**config.mk**
```make
export PLATFORM = sky130hd
export DESIGN_NAME = seg_prot_unit
export DESIGN_NICKNAME = d
export VERILOG_FILES = /design/src/rtl/seg_prot_pkg.sv /design/src/rtl/seg_reg_bank.sv /design/src/rtl/seg_rights.sv /design/src/rtl/seg_prot_unit.sv
export SDC_FILE = /design/constraint.sdc
export NUM_CORES = 1
export LEC_CHECK = 0
export BUFFER_PORTS_ARGS = -buffer_cell sky130_fd_sc_hd__buf_2
export CORE_MARGIN = 1.5
export CORE_UTILIZATION = 40
export CTS_CLUSTER_SIZE = 8
export DETAILED_ROUTE_END_ITERATION = 16
export PLACE_DENSITY = 0.6
export SYNTH_ARGS = -nofsm -noshare
export SYNTH_HDL_FRONTEND = slang
export SYNTH_SLANG_ARGS = --single-unit
export TNS_END_PERCENT = 30
```
**constraint.sdc**
```tcl
create_clock -name clk -period 2.65 [get_ports clk]
set_input_delay 0.265 -clock clk [delete_from_list [all_inputs] [get_ports clk]]
set_output_delay 0.265 -clock clk [all_outputs]
set_load 0.02 [all_outputs]
```
**src/rtl/seg_prot_pkg.sv**
```systemverilog
package seg_prot_pkg;

   typedef enum logic [1:0] {
      ACC_LOAD  = 2'b00,
      ACC_STORE = 2'b01,
      ACC_FETCH = 2'b10,
      ACC_RSVD  = 2'b11
   } acc_e;

   // Allowed when key/protection permit; only stores are ever treated
   // differently from loads and fetches.
   function automatic logic rights_ok(input logic key, input logic [1:0] pp,
                                      input logic is_store);
      logic ok;
      if (key)
         ok = (pp == 2'b10) || ((pp != 2'b00) && !is_store);
      else
         ok = !((pp == 2'b11) && is_store);
      return ok;
   endfunction

endpackage

```
**src/rtl/seg_reg_bank.sv**
```systemverilog
module seg_reg_bank #(
   parameter int DATA_W = 32,
   parameter int IDX_W  = 4
) (
   input  logic              clk,
   input  logic              rst_n,
   input  logic              wr_en,
   input  logic [IDX_W-1:0]  wr_idx,
   input  logic [DATA_W-1:0] wr_data,
   input  logic [IDX_W-1:0]  rd_idx,
   output logic [DATA_W-1:0] rd_data
);
   localparam int NUM_SEG = 1 << IDX_W;

   logic [DATA_W-1:0] regs [NUM_SEG];

   for (genvar g = 0; g < NUM_SEG; g++) begin : g_seg
      always_ff @(posedge clk or negedge rst_n) begin
         if (!rst_n)
            regs[g] <= '0;
         else if (wr_en && (wr_idx == IDX_W'(g)))
            regs[g] <= wr_data;
      end
   end

   assign rd_data = regs[rd_idx];

endmodule

```
**src/rtl/seg_rights.sv**
```systemverilog
module seg_rights #(
   parameter bit USE_TABLE = 1'b1
) (
   input  logic       key,
   input  logic [1:0] pp,
   input  logic       is_store,
   output logic       allowed
);
   import seg_prot_pkg::*;

   if (USE_TABLE) begin : g_table
      logic [15:0] tbl;
      always_comb begin
         for (int i = 0; i < 8; i++)
            tbl[i] = rights_ok(i[2], i[1:0], 1'b0);
         for (int i = 0; i < 8; i++)
            tbl[8+i] = rights_ok(i[2], i[1:0], 1'b1);
      end
      assign allowed = tbl[{is_store, key, pp}];
   end else begin : g_logic
      assign allowed = rights_ok(key, pp, is_store);
   end

endmodule

```
**src/rtl/seg_prot_unit.sv**
```systemverilog
module seg_prot_unit #(
   parameter int DATA_W    = 32,
   parameter int EA_W      = 32,
   parameter int IDX_W     = 4,
   parameter int VSID_W    = 24,
   parameter bit USE_TABLE = 1'b1
) (
   input  logic              clk,
   input  logic              rst_n,
   input  logic              wr_en,
   input  logic [IDX_W-1:0]  wr_idx,
   input  logic [DATA_W-1:0] wr_data,
   input  logic              req_valid,
   input  logic [EA_W-1:0]   req_ea,
   input  logic [1:0]        req_acc,
   input  logic              req_user,
   input  logic [1:0]        req_pp,
   output logic              rsp_valid,
   output logic [VSID_W-1:0] rsp_vsid,
   output logic              rsp_nx_fault,
   output logic              rsp_prot_fault,
   output logic              rsp_unsup
);
   import seg_prot_pkg::*;

   localparam int T_BIT  = DATA_W - 1;
   localparam int KS_BIT = DATA_W - 2;
   localparam int KU_BIT = DATA_W - 3;
   localparam int NX_BIT = DATA_W - 4;

   if (VSID_W + 4 > DATA_W) begin : g_bad_vsid
      $error("VSID_W too wide for DATA_W");
   end
   if (IDX_W > EA_W) begin : g_bad_idx
      $error("IDX_W exceeds EA_W");
   end

   logic [DATA_W-1:0] sel_reg;
   logic              key, is_store, is_fetch, allowed;
   logic              nx_d, prot_d, unsup_d;

   seg_reg_bank #(.DATA_W(DATA_W), .IDX_W(IDX_W)) bank_i (
      .clk     (clk),
      .rst_n   (rst_n),
      .wr_en   (wr_en),
      .wr_idx  (wr_idx),
      .wr_data (wr_data),
      .rd_idx  (req_ea[EA_W-1 -: IDX_W]),
      .rd_data (sel_reg)
   );

   assign key      = req_user ? sel_reg[KU_BIT] : sel_reg[KS_BIT];
   assign is_store = (acc_e'(req_acc) == ACC_STORE);
   assign is_fetch = (acc_e'(req_acc) == ACC_FETCH);

   seg_rights #(.USE_TABLE(USE_TABLE)) rights_i (
      .key      (key),
      .pp       (req_pp),
      .is_store (is_store),
      .allowed  (allowed)
   );

   always_comb begin
      unsup_d = sel_reg[T_BIT];
      nx_d    = !unsup_d && is_fetch && sel_reg[NX_BIT];
      prot_d  = !unsup_d && !nx_d && !allowed;
   end

   logic [NX_BIT-VSID_W-1:0] unused_fields;
   logic [EA_W-IDX_W-1:0]    unused_ea;
   assign unused_fields = sel_reg[NX_BIT-1:VSID_W];
   assign unused_ea     = req_ea[EA_W-IDX_W-1:0];

   always_ff @(posedge clk or negedge rst_n) begin
      if (!rst_n) begin
         rsp_valid      <= 1'b0;
         rsp_vsid       <= '0;
         rsp_nx_fault   <= 1'b0;
         rsp_prot_fault <= 1'b0;
         rsp_unsup      <= 1'b0;
      end else begin
         rsp_valid      <= req_valid;
         rsp_vsid       <= req_valid ? sel_reg[VSID_W-1:0] : '0;
         rsp_nx_fault   <= req_valid && nx_d;
         rsp_prot_fault <= req_valid && prot_d;
         rsp_unsup      <= req_valid && unsup_d;
      end
   end

endmodule

```
* Yosys cells after proc, flatten, opt, wreduce, memory -nomap -nowiden
Memory sizes are Yosys's and may differ from the RTL's.
Cells that the tools add are included.
** Operators by class
- Magnitude comparators :: 2
- Equality and inequality tests :: 17
- Muxes and demuxes :: 6
- Bitwise logic cells :: 1
- Reduce and logical (&&, ||, !) cells :: 27
** Operators with widths (number)
- 32-bit binary-select mux with 4-bit select :: 1
- 32-bit two-way mux :: 2
- 4-bit == test (second input constant) :: 8
- 24-bit two-way mux :: 1
- 1-bit logical AND :: 23
- 4-bit by 3-bit == test with 1-bit output (second input constant) :: 4
- 4-bit by 2-bit == test with 1-bit output (second input constant) :: 2
- 5-bit >= comparator (second input constant) :: 1
- 4-bit by 5-bit < comparator with 1-bit output (second input constant) :: 1
- 4-bit inverter with 5-bit output :: 1
- 4-bit by 1-bit == test with 1-bit output (second input constant) :: 1
- 4-bit zero test :: 1
- 1-bit zero test :: 3
- 2-bit by 1-bit == test with 1-bit output (second input constant) :: 1
- 2-bit == test (second input constant) :: 1
- 1-bit two-way mux :: 2
** Storage, ports and cells
- Flip-flop bits (word level) :: 540
- ROM bits :: 16
- Bits of input ports :: 77
- Output and inout port bits :: 28
- Word-level logic and storage cells :: 75
- Memories :: 1
** Memories
- (no name shown) :: depth 16, bits a word 1, read ports 1, clocked after memory_dff 0, wr ports 0, line seg_rights.sv:19 : assign allowed = tbl[{is_store, key, pp}];

* Longest topological paths before layout
- Depth in word-level cells :: 11
- Gate-level depth with buffers :: 8
- Gate-level depth less buffers :: 5

* Hierarchy
From an unflattened synthesis, not the netlist that was laid out.
** Second synthesis, totals
- Cells, all modules :: 1470
- Area total of the unflattened synthesis :: 23707.7 µm²
** By module, submodules not included
- seg_reg_bank :: times used 1, cells each 1405, area each 22770.6 µm², sequential area each 12812.3 µm²
- seg_prot_unit :: times used 1, cells each 62, area each 909.6 µm², sequential area each 700.7 µm²
- seg_rights :: times used 1, cells each 3, area each 27.5 µm², sequential area each 0.0 µm²

* Worst setup path after synthesis
OpenSTA, ideal clock, no wires.
- Path type :: input-to-reg
- From :: input req_ea[29]
- To :: register rsp_vsid[10]
- Library setup time :: 119 ps
- Arrival time :: 1931 ps
- Data required time :: 2531 ps
- Slack :: 600 ps
- Stages :: 6
- Path buffers :: 3
- Cell sequence :: buf_2 -> buf_2 -> clkbuf_1 -> mux4_2 -> mux4_2 -> and2_1
** On the way
- Longest elaborated chain between the ends :: 5
** RTL lines
- start, declared :: line seg_prot_unit.sv:14 : input logic [EA_W-1:0] req_ea,
- 4-bit inverter with 5-bit output (not written as such) :: line seg_reg_bank.sv:26 : assign rd_data = regs[rd_idx];
- 32-bit binary-select mux with 4-bit select :: line seg_reg_bank.sv:26
- 32-bit two-way mux (not written as such) (2 in series) :: line seg_reg_bank.sv:26
- 24-bit two-way mux :: line seg_prot_unit.sv:83 : rsp_vsid <= req_valid ? sel_reg[VSID_W-1:0] : '0;
- end signal, assigned :: line seg_prot_unit.sv:83
- end, declared :: line seg_prot_unit.sv:19 : output logic [VSID_W-1:0] rsp_vsid,
Every way passes these cells. The select of a mux whose other input is x is not followed.
A chain may end at the register's enable or synchronous reset.

* Worst setup path after layout
- From :: register bank_i.regs[319] in the netlist's numbering
- To :: register rsp_prot_fault
** On the way
- Longest elaborated chain between the ends :: 10
** RTL lines
- start, declared :: line seg_reg_bank.sv:15 : logic [DATA_W-1:0] regs [NUM_SEG];
- start signal, assigned by index :: line seg_reg_bank.sv:22 : regs[g] <= wr_data;
- 32-bit binary-select mux with 4-bit select (*) :: line seg_reg_bank.sv:26
- 32-bit two-way mux (not written as such) (*) (2 in series) :: line seg_reg_bank.sv:26
- 1-bit zero test (*) :: line seg_prot_unit.sv:65, seg_prot_unit.sv:66
- 1-bit logical AND (2 in series) :: line seg_prot_unit.sv:65 : nx_d = !unsup_d && is_fetch && sel_reg[NX_BIT];
- 1-bit zero test :: line seg_prot_unit.sv:66 : prot_d = !unsup_d && !nx_d && !allowed;
- 1-bit logical AND (*) (2 in series) :: line seg_prot_unit.sv:66
- 1-bit logical AND (*) :: line seg_prot_unit.sv:85 : rsp_prot_fault <= req_valid && prot_d;
- end signal, assigned :: line seg_prot_unit.sv:85
- end, declared :: line seg_prot_unit.sv:21 : output logic rsp_prot_fault,
Every way passes the cells marked *; elsewhere a longest branch is shown, timed or not. The select of a mux whose other input is x is not followed.

==> metrics.md <==
| Metric | Value |
|---|---|
| Status | completed |
| Clock sink total | 476 |
| Post-Place Cell Area | 22470 um^2 |
| Cts bufs inserted | 69 |
| Die width | 232.1 um |
| Post-route DRC | 0 |
| Setup tns final | 0 ns |
| Achievable Freq | 545.3 MHz |
| Port bufs | 72 |
| Design Area, Final | 24350 um^2 |
| First DRT Iteration DRCs | 604 |
| Clock slew at reported path FFs | 0.05 ns |
| Syn-to-layout area delta | 16.01% |
| Number of setup violations in the final report | 0 |
| RSZ-0062 raised after global routing | no |
| Post-route clock skew | 0.01988 ns |
| Pre-antenna DRT Iters | 4 |
| GRT Total Usage | 19.17% |
| Crit. Startpoint | bank_i.regs[319] |
| Yosys synthesis warning count | 0 |
| R2r setup slk | 0.82 ns |
| Max-Cap Viols | 0 |
| Met1 usage | 25.86% |
| Met3 Track Usage GR | 3.622% |
| Critical Path End Type | register |
| Required time worst endpoint | 3.16 ns |
| Top Usage Layer GRT | met2 |
| Syn Nets | 1332 |
| WP buf/inv | 0 |
| Syn Inst Count | 1255 |
| Worst-path maximum fanout | 2 |
| Final hold violation count | 0 |
| Post-layout power | 20880 uW |
| Crit path DAT | 2.34 ns |
| Synth top area cells | dfrtp_1, mux2_2, mux4_2 |
| Prevailing post-synth register cell | dfrtp_1 |
| H-Tree Depth | 3 |
| Clk_lat worst skew | 0.58 ns |
| HPWL after detailed placement | 28.32 mm |
| RD Place Congestion | 0.7179 |
| Synth Register Bits | 476 |
| Root buffer cell | clkbuf_16 |
| Worst Reg-to-Reg Cells | 5 |
| Max-slew headroom | 42.39% |
| Slew Limit Fails | 0 |
| HP Class | in2reg |
| Filler Cell Count | 4421 |
| Vias/cell | 5.533 |
| Ratio of cells with drive above 1 in the final layout | 58.32% |
| Worst r2r dst | rsp_prot_fault |
| Vias in the first global route | 12593 |
| Die Ht | 232.1 um |
| Mapped Area | 20990 um^2 |
| Sequential share of the synthesized area | 56.75% |
| CTS tree | yes |
| First-pass GRT wire length | 77.55 mm |
| CP startpoint kind | register |
| Met2 GRT Util | 31.75% |
| P per Cell Area | 857.5 nW/um^2 |
| Most frequent cells in the layout | dfrtp_1, mux2_2, mux4_2 |
| Nets | 1428 |
| Core box area | 51610 um^2 |
| Synth top area share | 56.75% |
| Post-synth EDFFs | 0 |
| Worst Setup EP | rsp_prot_fault |
| Max IR drop VDD | 527.4 uV |
| Crit-path cells | mux4_2 -> a22o_1 -> nor2_1 -> nand2_1 -> and4b_1 |
| Leak Pwr | 0.01047 uW |
| Post-CTS sizing | 0 |
| Fraction of registers with async set/reset | 100.0% |
| GRT overflow | 0 |
| Crit path largest cell delay | 0.48 ns |
| Total number of vias | 11281 |
| Worst reg2reg path startpoint | bank_i.regs[319] |
| Per-cell routed wire length | 24.06 um |
| Longest Clk Path Bufs | 3 |
| Crit share post-route | 69.20% |
| Commonest non-fill, non-tap cell in the layout | dfrtp_1 |
| Kind of critical path | reg2reg |
| Row count | 83 |
| Layout Cells excl Fill | 2039 |
| Initial Util | 40.66% |
| Initial antenna violation count | 3 |
| Largest delay share family, worst path | simple AND/OR/NAND/NOR gates |
| Die ar. | 53850 um^2 |
| Largest area contributor in the netlist | dfrtp_1 |
| Syn_area_per_cell | 16.72 um^2 |
| Antenna Nets Post-Route | 0 |
| Crit-path slowest cell | mux4_2 |
| IO Count | 105 |
| Placed insts | 1958 |
| Worst-margin pin slew | 0.8642 ns |
| Number of cells on the critical path | 5 |
| Yosys cell types | 28 |
| Final wirelength | 49.07 mm |
| Largest net degree at the start of global routing | 86 |
| Min Clock Period, post-route | 1.834 ns |
==> per-layer routing <==
layer,up-vias,share of wire (%)
met5,-,0.073
met2,176,50
li1,4863,-
met4,6,1.9
met3,82,3.4
met1,6154,45
==> Yosys cell counts, types with 5 or more instances <==
| master | instances |
|---|---|
| mux2_2 | 449 |
| buf_6 | 5 |
| a22oi_1 | 7 |
| buf_2 | 49 |
| nor2_1 | 13 |
| dfrtp_1 | 476 |
| nand2b_1 | 6 |
| mux2i_1 | 18 |
| mux4_2 | 126 |
| and2_1 | 25 |
| nor2b_1 | 6 |
| clkbuf_1 | 43 |
==> worst min path at each step <==
stage                     startpoint               to  slack (ns)  depth (start not counted)
after floorplan                rst_n   bank_i.regs[0]       -0.03                          0
after global placement         rst_n  bank_i.regs[54]        0.24                          1
after detailed placement       rst_n  bank_i.regs[54]        0.24                          1
after CTS                  req_pp[0]   rsp_prot_fault        0.05                          3
after global routing       req_pp[0]   rsp_prot_fault        0.11                          3
final                      req_pp[0]   rsp_prot_fault        0.08                          3
==> through the flow <==
stage	worst slack (ns)	utilization, %	hold WS (ns)
finish	0.8162	47.17	0.08243
global route	0.7017	47.17	0.1082
CTS	0.8078	47.17	0.05446
detailed placement	0.4058	43.54	0.2437
global placement	0.4227	43.54	0.2404
floorplan	0.6000	-	-0.03059
==> power by group <==
part | switching (uW) | internal (uW)
logic | 1230 | 2210
registers | 763 | 8950
clock network | 2970 | 4760
total | 4960 | 15900
==> final cells by class <==
| cell class | count | area, um^2 | area share (%) |
|---|---|---|---|
| diodes | 1 | 2.502 | 0.01028 |
| clock inverters | 5 | 47.55 | 0.1953 |
| repair buffers | 126 | 1044 | 4.286 |
| inverters | 1 | 3.754 | 0.01542 |
| multi-input cells | 677 | 8683 | 35.66 |
| flip-flops and latches | 476 | 11910 | 48.92 |
| well taps | 680 | 850.8 | 3.494 |
| clock buffers | 73 | 1805 | 7.415 |
==> kinds of logic (layout without fill, tap and decap cells) <==
kind of cell	count (synthesis)	count (layout)	share of synthesized area (%)
other	0	1	0
AOI/OAI and AO/OA	16	16	0.5962
DFF	476	476	56.75
buffers and inverters	102	205	2.295
and+or+nand+nor	68	68	1.884
muxes	593	593	38.47
==> timing repair <==
action,in CTS,in global routing
endpoints found under the hold margin,44,0
hold buffers,2,0
setup buffers,0,0
==> worst register-to-register path: cells and delay by family (launching register included) <==
family,cells,cell delay (ns)
DFF,1,0.38
and+or+nand+nor,3,0.66
AOI/OAI and AO/OA,1,0.24
muxes,1,0.48
==> state kept, by name, indices dropped and copies added (netlist names) <==
name            count
rsp_nx_fault        1
rsp_vsid           24
rsp_valid           1
bank_i.regs       448
rsp_prot_fault      1
rsp_unsup           1
No activity file was read; power rests on OpenSTA's default activity.
